==> src/rtl/adc_chain_pkg.sv <==
// Shared types for the daisy-chained ADC readout sequencer.
package adc_chain_pkg;
    // Sequencer phases: waiting, converting, shifting the chain out.
    typedef enum logic [1:0] {
        PH_IDLE  = 2'd0,
        PH_CONV  = 2'd1,
        PH_SHIFT = 2'd2
    } phase_t;
endpackage

==> src/rtl/adc_chain_pacer.sv <==
// Cycle pacer: counts clocks since the last convert start and reports when
// a new conversion is permitted. Assumes CYCLE_CLKS >= 2. Starts "ready".
module adc_chain_pacer #(
    parameter int CYCLE_CLKS = 240
) (
    input  logic clk,
    input  logic rst_n,
    input  logic launch,
    output logic cycle_ok
);
    localparam int CW = $clog2(CYCLE_CLKS + 1);

    logic [CW-1:0] since_q;

    // Count clocks since launch, saturating at the cycle length.
    always_ff @(posedge clk) begin
        if (!rst_n)
            since_q <= CW'(CYCLE_CLKS);
        else if (launch)
            since_q <= CW'(1);
        else if (since_q != CW'(CYCLE_CLKS))
            since_q <= since_q + CW'(1);
    end

    assign cycle_ok = (since_q == CW'(CYCLE_CLKS));
endmodule

==> src/rtl/adc_chain_sck_gen.sv <==
// Serial clock generator: while run is high, toggles sck every SCK_HALF
// clocks, starting from low. Flags the edge on which sck will rise or fall.
// Assumes SCK_HALF >= 1.
module adc_chain_sck_gen #(
    parameter int SCK_HALF = 2
) (
    input  logic clk,
    input  logic rst_n,
    input  logic run,
    output logic sck,
    output logic rise_now,
    output logic fall_now
);
    localparam int HW = $clog2(SCK_HALF + 1);

    logic [HW-1:0] half_q;
    logic          tick;

    assign tick     = run && (half_q == HW'(SCK_HALF - 1));
    assign rise_now = tick && !sck;
    assign fall_now = tick && sck;

    // Half-period counter and clock toggle; idles low when not running.
    always_ff @(posedge clk) begin
        if (!rst_n || !run) begin
            half_q <= '0;
            sck    <= 1'b0;
        end else if (tick) begin
            half_q <= '0;
            sck    <= ~sck;
        end else begin
            half_q <= half_q + HW'(1);
        end
    end


    sck_idle_low_chk: assert property (@(posedge clk) disable iff (!rst_n)
        !run |=> !sck);
endmodule

==> src/rtl/adc_chain_deser.sv <==
// Deserializer: shifts sdi in MSB first on each shift strobe, and on load
// copies the whole stream into the output. The first RES bits that arrived
// become word 0. Assumes exactly WORDS*RES shifts precede each load.
module adc_chain_deser #(
    parameter int RES   = 18,
    parameter int WORDS = 3
) (
    input  logic                 clk,
    input  logic                 rst_n,
    input  logic                 shift,
    input  logic                 sdi,
    input  logic                 load,
    output logic [WORDS*RES-1:0] words
);
    localparam int W = WORDS * RES;

    logic [W-1:0] sr_q;
    logic [W-1:0] out_q;

    // Collect the serial stream.
    always_ff @(posedge clk) begin
        if (!rst_n)
            sr_q <= '0;
        else if (shift)
            sr_q <= {sr_q[W-2:0], sdi};
    end

    // Latch the finished stream for the consumer.
    always_ff @(posedge clk) begin
        if (!rst_n)
            out_q <= '0;
        else if (load)
            out_q <= sr_q;
    end

    // Reorder: earliest RES bits map to word 0.
    for (genvar k = 0; k < WORDS; k++) begin : g_word
        assign words[k*RES +: RES] = out_q[W-1-k*RES -: RES];
    end
endmodule

==> src/rtl/adc_chain_reader.sv <==
// Daisy-chained ADC readout sequencer (top). Drives one convert strobe and
// one serial clock shared by NUM_DEV converters, reads RES*NUM_DEV bits from
// the chain end and presents NUM_DEV words. All timing is in system clocks.
// Assumes sdi is already synchronous to clk.
module adc_chain_reader
    import adc_chain_pkg::*;
#(
    parameter int NUM_DEV      = 3,
    parameter int RES          = 18,
    parameter int CONV_CLKS    = 5,
    parameter int SCK_HALF     = 2,
    parameter int MIN_SCK_HALF = 2,
    parameter int CYCLE_CLKS   = 240
) (
    input  logic                   clk,
    input  logic                   rst_n,
    input  logic                   start,
    input  logic                   free_run,
    input  logic                   sdi,
    output logic                   cnv,
    output logic                   sck,
    output logic                   busy,
    output logic                   res_valid,
    output logic [NUM_DEV*RES-1:0] res_data,
    output logic                   cfg_err
);
    localparam int W       = NUM_DEV * RES;
    localparam int BW      = $clog2(W + 1);
    localparam int KW      = $clog2(CONV_CLKS + 1);
    localparam int NEED    = CONV_CLKS + 2 * SCK_HALF * W + 1;
    localparam bit BAD_CFG = (SCK_HALF < MIN_SCK_HALF) || (NEED > CYCLE_CLKS);

    phase_t        ph_q;
    logic [KW-1:0] conv_q;
    logic [BW-1:0] bits_q;
    logic          valid_q;
    logic          cycle_ok, go, rise_now, fall_now, done;

    assign cfg_err = BAD_CFG;
    assign go      = (ph_q == PH_IDLE) && (start || free_run) && cycle_ok && !BAD_CFG;
    assign done    = (ph_q == PH_SHIFT) && fall_now && (bits_q == BW'(W));

    adc_chain_pacer #(.CYCLE_CLKS(CYCLE_CLKS)) u_pacer (
        .clk(clk), .rst_n(rst_n), .launch(go), .cycle_ok(cycle_ok)
    );

    adc_chain_sck_gen #(.SCK_HALF(SCK_HALF)) u_sck (
        .clk(clk), .rst_n(rst_n), .run(ph_q == PH_SHIFT),
        .sck(sck), .rise_now(rise_now), .fall_now(fall_now)
    );

    adc_chain_deser #(.RES(RES), .WORDS(NUM_DEV)) u_deser (
        .clk(clk), .rst_n(rst_n), .shift(rise_now), .sdi(sdi),
        .load(done), .words(res_data)
    );

    // Phase sequencing: convert, wait out conversion, shift the chain.
    always_ff @(posedge clk) begin
        if (!rst_n) begin
            ph_q   <= PH_IDLE;
            conv_q <= '0;
            bits_q <= '0;
        end else begin
            case (ph_q)
                PH_IDLE: if (go) begin
                    ph_q   <= PH_CONV;
                    conv_q <= '0;
                end
                PH_CONV: if (conv_q == KW'(CONV_CLKS - 1)) begin
                    ph_q   <= PH_SHIFT;
                    bits_q <= '0;
                end else begin
                    conv_q <= conv_q + KW'(1);
                end
                PH_SHIFT: begin
                    if (rise_now) bits_q <= bits_q + BW'(1);
                    if (done)     ph_q   <= PH_IDLE;
                end
                default: ph_q <= PH_IDLE;
            endcase
        end
    end

    // One-clock result strobe.
    always_ff @(posedge clk) begin
        if (!rst_n) valid_q <= 1'b0;
        else        valid_q <= done;
    end

    assign cnv       = (ph_q == PH_CONV);
    assign busy      = (ph_q != PH_IDLE);
    assign res_valid = valid_q;

    // Checker-side counters, independent of the sequencing counters.
    localparam int CW = $clog2(CYCLE_CLKS + 1);
    logic [CW-1:0] gap_q;
    logic [BW:0]   rises_q;
    logic          sck_d;

    // Track clocks since the last cnv rise and sck rises in the burst.
    always_ff @(posedge clk) begin
        if (!rst_n) begin
            gap_q   <= CW'(CYCLE_CLKS);
            rises_q <= '0;
            sck_d   <= 1'b0;
        end else begin
            sck_d <= sck;
            if (cnv && !busy_d) gap_q <= CW'(1);
            else if (gap_q != CW'(CYCLE_CLKS)) gap_q <= gap_q + CW'(1);
            if (cnv) rises_q <= '0;
            else if (sck && !sck_d) rises_q <= rises_q + 1'b1;
        end
    end

    logic busy_d;
    // Previous busy, to find the first convert clock.
    always_ff @(posedge clk) begin
        if (!rst_n) busy_d <= 1'b0;
        else        busy_d <= busy;
    end


    sck_quiet_conv_chk: assert property (@(posedge clk) disable iff (!rst_n)
        cnv |-> !sck);

    burst_len_chk: assert property (@(posedge clk) disable iff (!rst_n)
        res_valid |-> (rises_q == (BW+1)'(W)));

    valid_pulse_chk: assert property (@(posedge clk) disable iff (!rst_n)
        res_valid |-> (!busy && $past(busy)));

    valid_single_chk: assert property (@(posedge clk) disable iff (!rst_n)
        res_valid |=> !res_valid);

    cycle_gap_chk: assert property (@(posedge clk) disable iff (!rst_n)
        (cnv && !busy_d) |-> (gap_q == CW'(CYCLE_CLKS)));

    cfg_block_chk: assert property (@(posedge clk) disable iff (!rst_n)
        cfg_err |-> !busy);
endmodule

==> config.mk <==
export PLATFORM = sky130hd
export DESIGN_NAME = adc_chain_reader
export DESIGN_NICKNAME = d
export VERILOG_FILES = /design/src/rtl/adc_chain_pkg.sv /design/src/rtl/adc_chain_pacer.sv /design/src/rtl/adc_chain_sck_gen.sv /design/src/rtl/adc_chain_deser.sv /design/src/rtl/adc_chain_reader.sv
export SDC_FILE = /design/constraint.sdc
export NUM_CORES = 1
export LEC_CHECK = 0
export BUFFER_PORTS_ARGS = -buffer_cell sky130_fd_sc_hd__buf_2
export CAP_MARGIN = 20
export CORE_MARGIN = 10
export CORE_UTILIZATION = 36
export CTS_BUF_LIST = sky130_fd_sc_hd__clkbuf_4
export DETAILED_ROUTE_END_ITERATION = 10
export SLEW_MARGIN = 10
export SYNTH_ARGS = -nofsm -noshare
export SYNTH_HDL_FRONTEND = slang
export SYNTH_SLANG_ARGS = --single-unit
export TNS_END_PERCENT = 20
==> constraint.sdc <==
create_clock -name clk -period 2.2 [get_ports clk]
set_input_delay 0.44 -clock clk [delete_from_list [all_inputs] [get_ports clk]]
set_output_delay 0.44 -clock clk [all_outputs]
set_load 0.02 [all_outputs]
==> results of run 1 <==
critical path, cell delays in order, from the launching register on:
cell and delay [ns]:
dfxtp_1 0.49, or2_1 0.36, buf_2 0.24
worst max path at each step:
| stage | from | to | slack [ns] | cells after the start |
|---|---|---|---|---|
| final | ph_q[1]$_SDFFE_PN0P_ | busy | 0.17 | 2 |
| after global placement | u_sck.half_q[1]$_SDFF_PP0_ | u_deser.out_q[39]$_SDFFE_PN0P_ | 0.49 | 6 |
| after CTS | ph_q[0]$_SDFFE_PN0P_ | cnv | 0.08 | 2 |
| after floorplan | u_sck.half_q[0]$_SDFF_PP0_ | u_deser.out_q[10]$_SDFFE_PN0P_ | 0.72 | 6 |
| after detailed placement | u_sck.half_q[0]$_SDFF_PP0_ | u_deser.out_q[52]$_SDFFE_PN0P_ | 0.33 | 5 |
| after global routing | ph_q[1]$_SDFFE_PN0P_ | busy | 0.02 | 2 |
power breakdown:
part | leakage [nW] | switching, mW | internal (mW)
Sequential | 1.06 | 0.0656 | 2.43
Combinational | 0.886 | 0.298 | 0.176
Clock | 0.154 | 0.786 | 0.730
Total | 2.10 | 1.15 | 3.34
metal layers:
metal  track usage [%]  vias to the layer above
met1             13.16                     1894
li1                  -                     2085
met5                 0                        -
met3             4.192                        6
met4             4.891                        0
met2             17.87                       67
flip-flops by register name, summed over array words and instances, names as in the netlist, 2 cells and up:
name,flops
u_sck.half_q,2
ph_q,2
bits_q,6
u_deser.sr_q,54
u_pacer.since_q,8
u_deser.out_q,54
conv_q,3
cell type report:
class,instances,area share [%]
diodes,1,0.04256
clock buffers,23,2.937
clock inverters,7,1.447
inverters,10,0.6384
multi-input cells,421,39.52
flip-flops and latches,131,44.61
well taps,180,3.831
repair buffers,70,6.980
logic make-up after synthesis:
logic type / Yosys count / synth area share [%]
and+or+nand+nor: 270 / 22.19
DFF: 131 / 50.66
AOI/OAI and AO/OA: 84 / 9.137
muxes: 56 / 10.83
buffers and inverters: 52 / 4.907
adders and majority gates: 7 / 1.692
xor gates and xnor gates: 3 / 0.5077
other: 1 / 0.07245
stage by stage:
step | area, sq um | utilization (%)
2_1_floorplan | 5176 | -
5_1_grt | 5879 | 42.03
4_1_cts | 5874 | 41.99
3_5_place_dp | 5617 | 40.15
3_3_place_gp | 5617 | 40.15
6_report | 5879 | 42.03
placed cells by master, fill, tap and decap left out, types with 5 or more instances in the layout:
cell type | synthesis | final
a21oi_1 | 64 | 64
buf_2 | 11 | 61
buf_4 | 2 | 6
clkbuf_4 | 0 | 23
clkinv_2 | 0 | 5
dfxtp_1 | 131 | 131
ha_1 | 7 | 7
inv_1 | 8 | 8
mux2i_1 | 56 | 56
nand2_1 | 225 | 225
nand3_1 | 11 | 11
timing repair:
action,CTS,global route
gates resized for setup,0,1
hold endpoints to repair,0,0
endpoints found under the setup margin,0,1
==> impl_metrics.py, run 1 <==
metrics = {
    "run_status": {
        "outcome": "complete, no violations",
    },
    "timing": {
        "setup_ws_ns": 0.1654,
        "hold_ws_ns": 0.1936,
        "maxClockFrequency_ghz": 0.4915,
        "final_hold_viol_count": 0,
        "finalSetupViolCount": 0,
        "period_minus_slack_ns": 2.035,
        "drv_slew": 0,
        "grt_setup_unrepaired": "no",
        "slew_headroom_pct": 62.81,
        "totalNegativeSetupSlack_ns": 0,
        "worstMarginPinSlew_ns": 0.5558,
        "fin_skew_ns": 0.02116,
        "fin_crit_sh_pct": 92.48,
    },
    "synth": {
        "synth-main-ff-cell": "dfxtp_1",
        "synth_top_area_share_pct": 50.66,
        "syn_inst": 604,
        "syn_nets": 616,
        "syn-cell-area_sq_um": 5176,
        "synth_edf_count": 0,
        "avgSynthCellArea_sq_um": 8.570,
        "synthArstFlopShare_pct": 0,
        "synth_largest_area_cell": "dfxtp_1",
        "ys_types": 46,
        "synthTopCellsByCount": "nand2_1 (225), dfxtp_1 (131), a21oi_1 (64), mux2i_1 (56), clkbuf_1 (17)",
        "ys_warn_count": 0,
        "synth-seq-cells": 131,
        "synth.top_cells.by_area": "dfxtp_1 (51%), nand2_1 (16%), mux2i_1 (11%)",
        "synth.yosys.seq_area_share_pct": 50.66,
        "synth_most_common_cell": "nand2_1",
    },
    "setup_path": {
        "required_ns": 1.76,
        "reg2reg_depth": 5,
        "cp-start-kind": "register",
        "end_kind": "output pin",
        "cp.arrival_ns": 1.59,
        "r2r_end": "u_deser.out_q[52]$_SDFFE_PN0P_",
        "critPathMaxFanout": 7,
        "r2r_slack_ns": 0.30,
        "path_class": "reg -> out",
        "r2r_start": "u_sck.half_q[0]$_SDFF_PP0_",
    },
    "final_layout": {
        "area.sequential_sq_um": 2623,
        "multi_input_area_sq_um": 2323,
        "drive_gt1_share_pct": 16.31,
        "area_growth_pct": 13.58,
        "final_cells": 843,
        "nFillCells": 1416,
        "finalNetCount": 663,
    },
    "floorplan": {
        "fp.dieH_um": 139.9,
        "start_util_pct": 37.00,
        "coreArea_sq_um": 13990,
        "ioPinCount": 64,
        "fp-row-count": 43,
        "dieArea_sq_um": 19570,
        "die_w_um": 139.9,
    },
    "route": {
        "num_vias": 4052,
        "wl_met3_um": 502,
        "highest_layer": "met4",
        "drt-total-wl_um": 10710,
        "routed_via_density": 4.807,
        "drcViolationCount": 0,
        "first_pass_iters": 4,
        "wl_per_cell_um": 12.71,
        "detail_route.iter0.violations": 200,
        "postRouteAntennaNets": 0,
        "drt-met1-wl_um": 5055,
        "met2_length_um": 5029,
    },
    "global_route": {
        "track_usage_pct": 11.20,
        "grt_max_degree": 56,
        "grt_pass1_vias": 4020,
        "antenna_found_initial": 1,
        "grt-ovfl-total": 0,
        "grt_first_pass_wirelength_um": 18550,
    },
    "cts": {
        "cts_tree": "yes",
        "cts_root_buf": "clkbuf_4",
        "worstSkewPairLatency_ns": 0.52,
        "postCtsSetupBuffers": 0,
        "numCtsBuffers": 17,
        "cts_max_level": 4,
        "clockBufferDepth": 2,
        "postCtsHoldBufs": 0,
        "cts_sinks": 131,
        "path_clk_slew_ns": 0.10,
    },
    "power_and_ir_drop": {
        "power_mw": 4.486,
        "p_per_area_nw_per_um2": 763.1,
        "p_leak_nw": 2.096,
        "irDropWorstVdd_mv": 0.2747,
    },
    "worst_hold_path": {
        "hold_depth": 3,
        "hp-class": "in -> reg",
        "min_to": "u_deser.sr_q[0]$_SDFFE_PN0N_",
        "hp-start": "sdi",
    },
    "placed_design": {
        "dp.cells": 812,
        "globalplace.congestion": 0.7396,
        "post-place-ws_ns": 0.3292,
        "dpl.hpwl_um": 7234,
        "portBuffers": 62,
    },
    "job": {
        "maxCapViolCount": 0,
    },
}
Note: power is estimated with default switching activity, not from simulation.
==> inputs of run 2 (changes only) <==
Settings changed: BUFFER_PORTS_ARGS -buffer_cell sky130_fd_sc_hd__buf_2 to not set, CORE_ASPECT_RATIO set to 1.4, DONT_BUFFER_PORTS set to 1.
Clock period 2.2 ns to 2 ns, I/O delays scaled along.
==> run 2 against run 1 <==
  * Clock power grew 43%
  * Critical path type is now reg -> reg
  * Die area grew 0.35%
  * Sequential power grew 10%
  * Clock skew shrank 0.0035 ns
==> impl_metrics.py, run 2 (synthesized netlist as in run 1, its figures left out) <==
metrics = {
    "run_status": {
        "outcome": "complete, no violations",
    },
    "route": {
        "drt-total-wl_um": 11490,
        "postRouteAntennaNets": 0,
        "num_vias": 3961,
        "wl_per_cell_um": 14.47,
        "routed_via_density": 4.989,
        "drcViolationCount": 0,
        "first_pass_iters": 4,
        "detail_route.iter0.violations": 177,
    },
    "final_layout": {
        "finalNetCount": 607,
        "final_cell_mix": "nand2_1 (225), dfxtp_1 (131), a21oi_1 (64), mux2i_1 (56), clkbuf_4 (17)",
        "drive_gt1_share_pct": 8.224,
        "area_growth_pct": 11.02,
        "layout_commonest_cell": "nand2_1",
        "fin_util_pct": 40.94,
        "largest_registers": "u_deser.out_q x54, u_deser.sr_q x54, u_pacer.since_q x8",
        "nFillCells": 1414,
        "final_cell_area_sq_um": 5747,
    },
    "floorplan": {
        "ioPinCount": 64,
        "coreArea_sq_um": 14040,
        "die_w_um": 121.3,
        "fp.dieH_um": 161.9,
        "start_util_pct": 36.87,
        "dieArea_sq_um": 19640,
        "fp-row-count": 51,
    },
    "timing": {
        "fin_skew_ns": 0.01764,
        "period_minus_slack_ns": 1.896,
        "finalSetupViolCount": 0,
        "drv_slew": 0,
        "totalNegativeSetupSlack_ns": 0,
        "maxClockFrequency_ghz": 0.5275,
        "worstMarginPinSlew_ns": 0.9609,
        "final_hold_viol_count": 0,
        "fin_crit_sh_pct": 94.79,
        "slew_headroom_pct": 35.73,
    },
    "setup_path": {
        "slowest_stage": "dfxtp_1",
        "crit_buf_inv": 1,
        "crit_family": "simple AND/OR/NAND/NOR gates",
        "path_class": "reg -> reg",
        "cpPeakStageDelay_ns": 0.37,
        "path_cells": "ha_1, nand4b_1, nor3_2, clkbuf_16, mux2i_1",
        "end_kind": "register",
        "required_ns": 2.45,
        "r2r_slack_ns": 0.10,
        "cp.arrival_ns": 2.34,
        "cp-start-kind": "register",
        "critPathMaxFanout": 54,
    },
    "global_route": {
        "grt-ovfl-total": 0,
        "grt_max_degree": 90,
        "track_usage_pct": 11.84,
        "antenna_found_initial": 1,
        "grt_first_pass_wirelength_um": 18890,
        "grt_pass1_vias": 3938,
    },
    "placed_design": {
        "globalplace.congestion": 0.7866,
        "dpl.hpwl_um": 7112,
        "portBuffers": 0,
        "placed_area_sq_um": 5325,
    },
    "cts": {
        "clockBufferDepth": 2,
        "postCtsSetupBuffers": 0,
        "path_clk_slew_ns": 0.12,
        "cts_sinks": 131,
        "worstSkewPairLatency_ns": 0.52,
        "numCtsBuffers": 17,
        "cts_root_buf": "clkbuf_4",
        "cts_max_level": 4,
        "cts_tree": "yes",
    },
    "worst_hold_path": {
        "hp-class": "in -> reg",
    },
    "power_and_ir_drop": {
        "irDropWorstVdd_mv": 0.3297,
        "p_per_area_nw_per_um2": 948.6,
        "power_mw": 5.451,
        "p_leak_nw": 1.828,
    },
    "job": {
        "maxCapViolCount": 0,
    },
}
-- run 2: changes by cell type in the layout (fill, tap and decap cells not counted), sizes merged --
cell / delta
buf: -60
bufinv: +3
clkinv: +2
dlygate4sd3: +3
clkbuf: -5
inv: +3
-- run 2: path summary, 6_finish.rpt --
path	startpoint	to	depth (start not counted)
setup / recovery	u_sck.half_q[0]$_SDFF_PP0_	u_deser.out_q[3]$_SDFFE_PN0P_	5
hold / removal	rst_n	u_deser.out_q[39]$_SDFFE_PN0P_	2
setup reg to reg	u_sck.half_q[0]$_SDFF_PP0_	u_deser.out_q[3]$_SDFFE_PN0P_	5
hold reg to reg	u_sck.half_q[0]$_SDFF_PP0_	u_sck.half_q[0]$_SDFF_PP0_	1
-- run 2: worst reg2reg max path: cells and delay by family, from the launching register on --
family | cells | cell delay (ns)
simple gates | 2 | 0.46
buf+inv | 1 | 0.37
flops | 1 | 0.37
fa+ha+maj | 1 | 0.33
mux | 1 | 0.30
-- run 2: power by group --
part           internal [mW]  switching [mW]  total, mW  leakage, nW
Combinational          0.196           0.335      0.531        0.583
Sequential              2.68          0.0783       2.75         1.06
Clock                   1.13            1.03       2.17        0.189
Total                   4.00            1.45       5.45         1.83
-- run 2: area by class of cell --
class                      count  area (sq um)  area share [%]
antenna                        1         2.502         0.04354
clock buffer                  17         127.6           2.221
clock inverter                15         229.0           3.984
inverter                      10         37.54          0.6532
multi-input combinational    421          2321           40.39
sequential                   131          2623           45.63
tap                          185         231.5           4.028
timing repair buffer          14         175.2           3.048
-- run 2: layer usage --
layer | vias to the layer above | part of all wire, % | GRT usage [%]
met1 | 1886 | 41 | 12.36
met3 | 17 | 6.0 | 4.372
met4 | 0 | 1.8 | 5.924
met2 | 77 | 51 | 20.28
met5 | - | 0 | 0
li1 | 1981 | - | -
-- run 2: metrics by stage --
step	worst slack, ns	hold WS (ns)	instances
after CTS	0.06716	0.003004	793
after floorplan	0.5186	0.4043	604
final	0.1042	0.05690	794
after detailed placement	0.1475	0.4401	757
after global placement	0.2808	0.4124	757
after global routing	-0.001126	0.001734	794
-- run 2: what timing repair did --
action / CTS / global route
resized for setup: 0 / 2
hold buffers: 4 / 0
endpoints found under the hold margin: 56 / 0
setup endpoints to repair: 0 / 2
==> inputs of run 3 (changes only) <==
Settings changed: RECOVER_POWER set to 100, SYNTH_HIERARCHICAL set to 1.
==> run 3 against run 2 <==
  * Critical path type unchanged
  * Largest cell class unchanged
  * Register-to-register slack got worse by 0.02 ns
  * Combinational power rose by 52%
  * Sequential cell count did not move
  * Largest power group unchanged
  * Clock power fell by 9%
  * Die area grew 3.4%
  * Global-route usage is 1.4 points lower
==> impl_metrics.py, run 3 <==
metrics = {
    "placed_design": {
        "placed_area_sq_um": 5517,
        "globalplace.congestion": 0.7290,
        "portBuffers": 0,
        "dpl.hpwl_um": 6311,
    },
    "final_layout": {
        "fin_util_pct": 40.28,
        "largest_registers": "u_deser/out_q x54, u_deser/sr_q x54, u_pacer/since_q x8",
        "area_growth_pct": 9.116,
        "layout_commonest_cell": "dfxtp_1",
        "nFillCells": 1439,
        "finalNetCount": 503,
        "multi_input_area_sq_um": 2489,
        "final_cell_mix": "dfxtp_1 (130), mux2i_1 (113), nor2b_1 (112), clkbuf_4 (19), nand3_1 (14)",
        "final_cell_area_sq_um": 5871,
        "area.sequential_sq_um": 2624,
        "drive_gt1_share_pct": 10.52,
    },
    "route": {
        "num_vias": 3272,
        "detail_route.iter0.violations": 162,
        "drt-total-wl_um": 10490,
        "wl_per_cell_um": 15.12,
        "routed_via_density": 4.715,
        "drcViolationCount": 0,
        "postRouteAntennaNets": 0,
        "first_pass_iters": 4,
    },
    "power_and_ir_drop": {
        "p_leak_nw": 1.787,
        "combPwrFrac_pct": 14.5,
        "p_seq_share_pct": 49.8,
        "switching_share_pct": 26.58,
        "p_per_area_nw_per_um2": 946.4,
        "intPower_mw": 4.079,
        "irDropWorstVdd_mv": 0.8071,
        "power_switching_mw": 1.477,
        "clkPwrFrac_pct": 35.7,
    },
    "synth": {
        "synth-main-ff-cell": "dfxtp_1",
        "avgSynthCellArea_sq_um": 11.14,
        "ys_warn_count": 6,
        "synth_largest_area_cell": "dfxtp_1",
        "syn_nets": 495,
        "synth_top_area_share_pct": 48.74,
        "synthArstFlopShare_pct": 0,
        "synth.top_cells.by_area": "dfxtp_1 (49%), mux2i_1 (21%), nor2b_1 (13%)",
        "syn_inst": 483,
        "synthTopCellsByCount": "dfxtp_1 (131), mux2i_1 (113), nor2b_1 (112), nand3_1 (14), buf_8 (10)",
        "synth_most_common_cell": "dfxtp_1",
        "syn-cell-area_sq_um": 5380,
        "synth.yosys.seq_area_share_pct": 48.74,
        "synth-seq-cells": 131,
        "synth_edf_count": 0,
        "ys_types": 44,
    },
    "timing": {
        "finalSetupViolCount": 0,
        "period_minus_slack_ns": 1.915,
        "final_hold_viol_count": 0,
        "drv_slew": 0,
        "grt_setup_unrepaired": "yes",
        "maxClockFrequency_ghz": 0.5222,
        "worstMarginPinSlew_ns": 0.6120,
        "slew_headroom_pct": 58.98,
        "fin_crit_sh_pct": 95.76,
        "fin_skew_ns": 0.01780,
        "hold_ws_ns": 0.05749,
    },
    "cts": {
        "numCtsBuffers": 17,
        "cts_max_level": 4,
        "clockBufferDepth": 2,
        "cts_tree": "yes",
        "path_clk_slew_ns": 0.12,
        "cts_root_buf": "clkbuf_4",
        "cts_sinks": 131,
        "worstSkewPairLatency_ns": 0.51,
    },
    "floorplan": {
        "start_util_pct": 36.92,
        "fp-row-count": 52,
        "fp.dieH_um": 164.6,
        "coreArea_sq_um": 14570,
        "ioPinCount": 64,
        "die_w_um": 123.3,
        "dieArea_sq_um": 20300,
    },
    "setup_path": {
        "end_kind": "register",
        "r2r_end": "u_deser/out_q[23]$_SDFFE_PN0P_",
        "reg2reg_depth": 7,
        "required_ns": 2.40,
        "critPathMaxFanout": 37,
        "r2r_start": "u_sck/half_q[0]$_SDFF_PP0_",
        "cp-start-kind": "register",
        "cp.arrival_ns": 2.31,
        "r2r_slack_ns": 0.08,
        "path_class": "reg -> reg",
    },
    "job": {
        "maxCapViolCount": 0,
    },
    "global_route": {
        "grt_max_degree": 103,
        "grt_pass1_vias": 3285,
        "grt-ovfl-total": 0,
        "grt_first_pass_wirelength_um": 16830,
        "antenna_found_initial": 1,
        "track_usage_pct": 10.44,
    },
    "worst_hold_path": {
        "hp-start": "rst_n",
        "hold_depth": 2,
        "min_to": "bits_q[5]$_SDFFE_PN0P_",
        "hp-class": "in -> reg",
    },
    "run_status": {
        "outcome": "complete, no violations",
    },
}
==> run 3: cell types whose count changed after synthesis, sizes merged, moves of 7 or more <==
cell | before | now
nand2 | 225 | 6
nor2b | 2 | 112
clkbuf | 17 | 10
buf | 25 | 17
a21oi | 64 | 5
mux2i | 56 | 113
==> run 3: layer usage <==
metal  part of all wire (%)  wire [um]  GRT usage, %
met3                    7.3        768         4.272
met2                     49       5167         16.99
met1                     42       4398         11.78
met5                      0          0             0
met4                    1.5        156         4.352
==> run 3: what timing repair did <==
action / 4_1_cts / 5_1_grt
endpoints found under the setup margin: 0 / 32
endpoints found under the hold margin: 102 / 4
gates resized for setup: 0 / 6
hold buffers: 3 / 1
buffers inserted: 0 / 0
==> run 3: power by group through the flow <==
| stage | sequential (mW) | clock [mW] | combinational (mW) |
|---|---|---|---|
| final | 2.76 | 1.98 | 0.807 |
| after global routing | 2.78 | 2.19 | 0.894 |
| after CTS | 2.76 | 2.08 | 0.790 |
| after detailed placement | 2.82 | 0 | 0.747 |
| after global placement | 2.81 | 0 | 0.705 |
| after floorplan | 2.82 | 0 | 0.554 |
==> run 3: cell type report <==
class,count,share of cell area [%]
timing repair buffer,16,2.792
antenna,1,0.04263
clock buffer,18,2.302
inverter,9,0.5754
clock inverter,14,3.176
sequential,131,44.69
tap,189,4.028
multi-input combinational,316,42.39
==> run 3: cells by family (layout without fill, tap and decap cells) <==
kind of cell	after synthesis	after routing	share of synthesized area, %
and+or+nand+nor	170	170	20.19
DFF	131	131	48.74
muxes	113	113	21.02
buffers and inverters	36	57	5.162
AOI/OAI and AO/OA	21	21	2.535
adders and majority gates	7	7	1.628
xor gates and xnor gates	4	4	0.6513
other	1	2	0.06970
==> run 3: worst max-delay path by stage <==
stage,end,cells past startpoint,start
global placement,u_pacer/since_q[7]$_SDFFE_PN1P_,9,u_pacer/since_q[1]$_SDFFE_PP0P_
CTS,u_pacer/since_q[6]$_SDFFE_PN1P_,9,u_pacer/since_q[1]$_SDFFE_PP0P_
global route,u_deser/out_q[53]$_SDFFE_PN0P_,7,u_sck/half_q[0]$_SDFF_PP0_
finish,u_deser/out_q[23]$_SDFFE_PN0P_,7,u_sck/half_q[0]$_SDFF_PP0_
floorplan,u_pacer/since_q[2]$_SDFFE_PP0P_,8,u_pacer/since_q[0]$_SDFFE_PN0P_
detailed placement,u_pacer/since_q[6]$_SDFFE_PN1P_,9,u_pacer/since_q[1]$_SDFFE_PP0P_
==> run 3: worst max-delay path: stages (launching register included) <==
cell     delay (ns)
dfxtp_1        0.36
ha_1           0.18
and3_2         0.19
nand2_1        0.09
nor4b_4        0.36
buf_12         0.32
mux2i_1        0.23
nor2b_1        0.06
==> run 3: through the flow <==
| stage | setup slack, ns | total power [mW] | TNS (ns) | cells |
|---|---|---|---|---|
| 2_1_floorplan | 0.08744 | 3.377 | 0 | 483 |
| 3_3_place_gp | 0.1391 | 3.518 | 0 | 657 |
| 3_5_place_dp | 0.05376 | 3.565 | 0 | 657 |
| 4_1_cts | 0.02649 | 5.633 | 0 | 692 |
| 5_1_grt | -0.05095 | 5.859 | -0.5549 | 694 |
| 6_report | 0.08489 | 5.556 | 0 | 694 |
